### config.mk
export PLATFORM = sky130hd
export DESIGN_NAME = lp_precharge_ctrl
export DESIGN_NICKNAME = d
export VERILOG_FILES = /design/src/rtl/lp_precharge_ctrl.sv
export SDC_FILE = /design/constraint.sdc
export NUM_CORES = 1
export LEC_CHECK = 0
export CAP_MARGIN = 20
export CORE_AREA = 4 4 398 400
export CTS_CLUSTER_DIAMETER = 40
export DETAILED_ROUTE_END_ITERATION = 6
export DIE_AREA = 0 0 402 404
export PLACE_DENSITY_LB_ADDON = 0.05
export SLEW_MARGIN = 20
export SYNTH_ARGS = -nofsm -noshare
export SYNTH_HDL_FRONTEND = slang
export SYNTH_SLANG_ARGS = --single-unit
### constraint.sdc
create_clock -name clk -period 5.85 [get_ports clk]
set_input_delay 1.17 -clock clk [delete_from_list [all_inputs] [get_ports clk]]
set_output_delay 1.17 -clock clk [all_outputs]
set_load 0.01 [all_outputs]
### src/rtl/lp_precharge_ctrl.sv
module lp_precharge_ctrl #(
  parameter int COLS = 512
) (
  input  logic            clk,
  input  logic            rst_n,
  input  logic            pre_n_glb,
  input  logic            phase_late,
  input  logic [COLS-1:0] col_sel,
  input  logic            test_lp,
  input  logic            row_done,
  output logic [COLS-1:0] pre_n
);

  logic            restore_q;
  logic            func_mode;
  logic            any_sel;
  logic [COLS-1:0] next_col;

  always_ff @(posedge clk or negedge rst_n)
    if (!rst_n) restore_q <= 1'b0;
    else        restore_q <= row_done;

  assign func_mode = ~test_lp | restore_q;
  assign any_sel   = |col_sel;
  assign next_col  = {col_sel[COLS-2:0], 1'b0};

  for (genvar j = 0; j < COLS; j++) begin : g_col
    assign pre_n[j] = func_mode   ? pre_n_glb   :
                      !any_sel    ? 1'b0        :
                      col_sel[j]  ? ~phase_late :
                      next_col[j] ? 1'b0        : 1'b1;
  end

endmodule

==> impl_metrics.csv <==
group,metric,value,unit
die,dieArea,0.162,sq mm
worst_setup_path,critPathRequiredTime,4.68,ns
yosys,yosysWarningCount,0,
worst_setup_path,path_buf_inv,6,
yosys,synth_seq_cells,1,
cells_and_area,fin_util,16.3,%
worst_setup_path,crit_path_cell_trace,"clkdlybuf4s50_1 > nor4_4 > buf_4 > nand4_1 > nor4_4 > nand4_1 > o21bai_4 > buf_12 > buf_12 > bufbuf_16 > o21ai_0 > clkdlybuf4s15_1",
worst_setup_path,cp_num_cells,12,
hold_path,hp-class,"in -> async",
global_routing,grt_pass1_wl,201,mm
yosys,synthMuxAreaShare,54.1,%
cells_and_area,drive_gt1_share,39.7,%
sta,slew_headroom,52.0,%
pwr,p_leak,9.57,nW
worst_setup_path,path_max_fanout,16,
route,finalWirelength,159,mm
route,vias,16901,
worst_setup_path,arrival,4.61,ns
die,fp.dieW,402,microns
flow_run,cap_violations,0,
die,die_h,404,microns
clocking,cts_hold_buf,0,
yosys,yosysTopAreaCell,"mux2_2",
route,drtAntennaViolNets,0,
yosys,synth.avg_cell_area,7.77,sq um
sta,timing_hold_violations_final,0,
global_routing,overflow,0,
yosys,synthesis.nets,1885,
yosys,synth_cell_types,16,
cells_and_area,layout_common_cells,"mux2_2, clkdlybuf4s50_1, o21ai_0",
yosys,yosys.area_share.simple,10.5,%
worst_setup_path,worstSetupEndpointType,"output pin",
cells_and_area,final_common_cell,"mux2_2",
sta,holdWs,1.32,ns
yosys,postSynthCellCount,1367,
global_routing,grt_pass1_vias,18349,
sta,rsz0062_at_grt,"yes",
global_routing,antenna_found_initial,53,
sta,max_clock_freq,173,MHz
route,drt-pass1-iter-count,4,
die,coreArea,0.155,sq mm
route,drt-met1-wl,62.7,mm
route,wl_met3,8.43,mm
pwr,power_per_cell_area,90.1,mW/mm^2
global_routing,grt_max_degree,123,
sta,setup_viol,0,
sta,finalCriticalPeriod,5.78,ns
cells_and_area,largest_register,"restore_q",
route,drc_errors,0,
cells_and_area,reg.largest.list,"restore_q x1",
cells_and_area,fin_nets,3047,
yosys,synth-xor-area-share,0,%
route,via_per_inst,3.67,
route,routed.top_layer,"met5",
yosys,synth_top_family_by_area,"multiplexers",
yosys,synth.cell_area,0.0106,sq mm
worst_setup_path,critPathLaunchType,"primary input",
placement,port_buffers,1029,
route,routed-wl-met2,86.7,mm
global_routing,grt_usage,18.5,%
worst_setup_path,crit_type,"in -> out",
sta,period_share,98.8,%
route,drtIter0Drc,769,
worst_setup_path,critical_path.top_delay_family,"buffers and inverters",
die,rows,145,
cells_and_area,largest_reg_flops,1,
die,start_util,6.84,%
cells_and_area,area_delta_synth_final,139,%
yosys,ys_seq_area_share,0.235,%
worst_setup_path,max_stage_delay,0.57,ns
yosys,synth_compound_area_share,24.3,%
yosys,yosysTopAreaCellShare,54.1,%
die,ios,1030,
placement,post-dp-hpwl,138,mm
clocking,clk_pin_slew,0.01,ns
status,status,"completed",
sta,finalMaxSlewViolations,0,
yosys,synthTopCellsByArea,"mux2_2, o21ai_0, nor4_1",
pwr,peakVddDrop,0.0661,mV
worst_setup_path,cp_slowest_cell,"clkdlybuf4s50_1",
sta,worstMarginPinSlew,0.714,ns
route,wl_per_cell,34.7,microns
placement,routabilityCongestion,0.854,
yosys,synth_adder_area_share,0,%
==> final cells by class <==
type / count / area, sq um
sequential: 1 / 25.0
antenna: 16 / 40.0
timing repair buffer: 1329 / 12500
multi-input combinational: 1197 / 10200
fill: 17882 / 130000
tap: 2058 / 2570
==> power by group <==
| group | switching [mW] | internal (mW) | total [mW] |
|---|---|---|---|
| Sequential | 0.0000531 | 0.00737 | 0.00742 |
| Clock | 0 | 0.000000191 | 0.000000191 |
| Combinational | 1.21 | 1.07 | 2.28 |
| Total | 1.21 | 1.08 | 2.28 |
==> cells in the mapped netlist <==
cell type / n
o21ai_0: 450
and2_1: 1
clkbuf_1: 113
nor4_2: 5
mux2_2: 511
nand2_1: 1
buf_8: 40
o21ai_1: 62
buf_6: 5
buf_4: 8
o21bai_4: 1
nand4_1: 34
clkbuf_2: 3
nor4_1: 131
nand2b_1: 1
dfrtp_1: 1
==> repair_timing <==
action | CTS | global route
endpoints found under the setup margin | 512 | 396
pin swaps | 24 | 7
cloned | 8 | 3
resized for setup | 784 | 144
setup buffers | 11 | 0
==> layer usage <==
metal,vias to the layer above,global-route usage (%)
met5,-,0
met3,79,3.88
met2,594,36.5
li1,7714,-
met4,32,1.07
met1,8482,21.0
==> worst paths after layout <==
| path | startpoint | to | slack [ns] |
|---|---|---|---|
| min in group clk | row_done | restore_q | 1.62 |
| max in group asynchronous | rst_n | restore_q | 4.44 |
| worst min-delay path | rst_n | restore_q | 1.32 |
| worst max-delay path | col_sel[494] | pre_n[97] | 0.07 |
==> per-stage QoR <==
stage | area (sq um) | setup slack, ns | TNS, ns | power, mW | cells
2_1_floorplan | 10600 | 1.94 | 0 | 0.770 | 1367
3_3_place_gp | 24800 | -1.30 | -553.19 | 2.47 | 4564
3_5_place_dp | 24900 | -1.12 | -470.22 | 2.45 | 4565
4_1_cts | 25300 | 0.000118 | 0 | 2.35 | 4583
5_1_grt | 25300 | -0.0108 | -0.0108 | 2.42 | 4590
6_report | 25400 | 0.0728 | 0 | 2.28 | 4601
==> kinds of logic after synthesis <==
group,count (synthesis)
compound gates,513
mux,511
simple gates,173
buf+inv,169
flops,1
(Power assumes the default switching activity.)
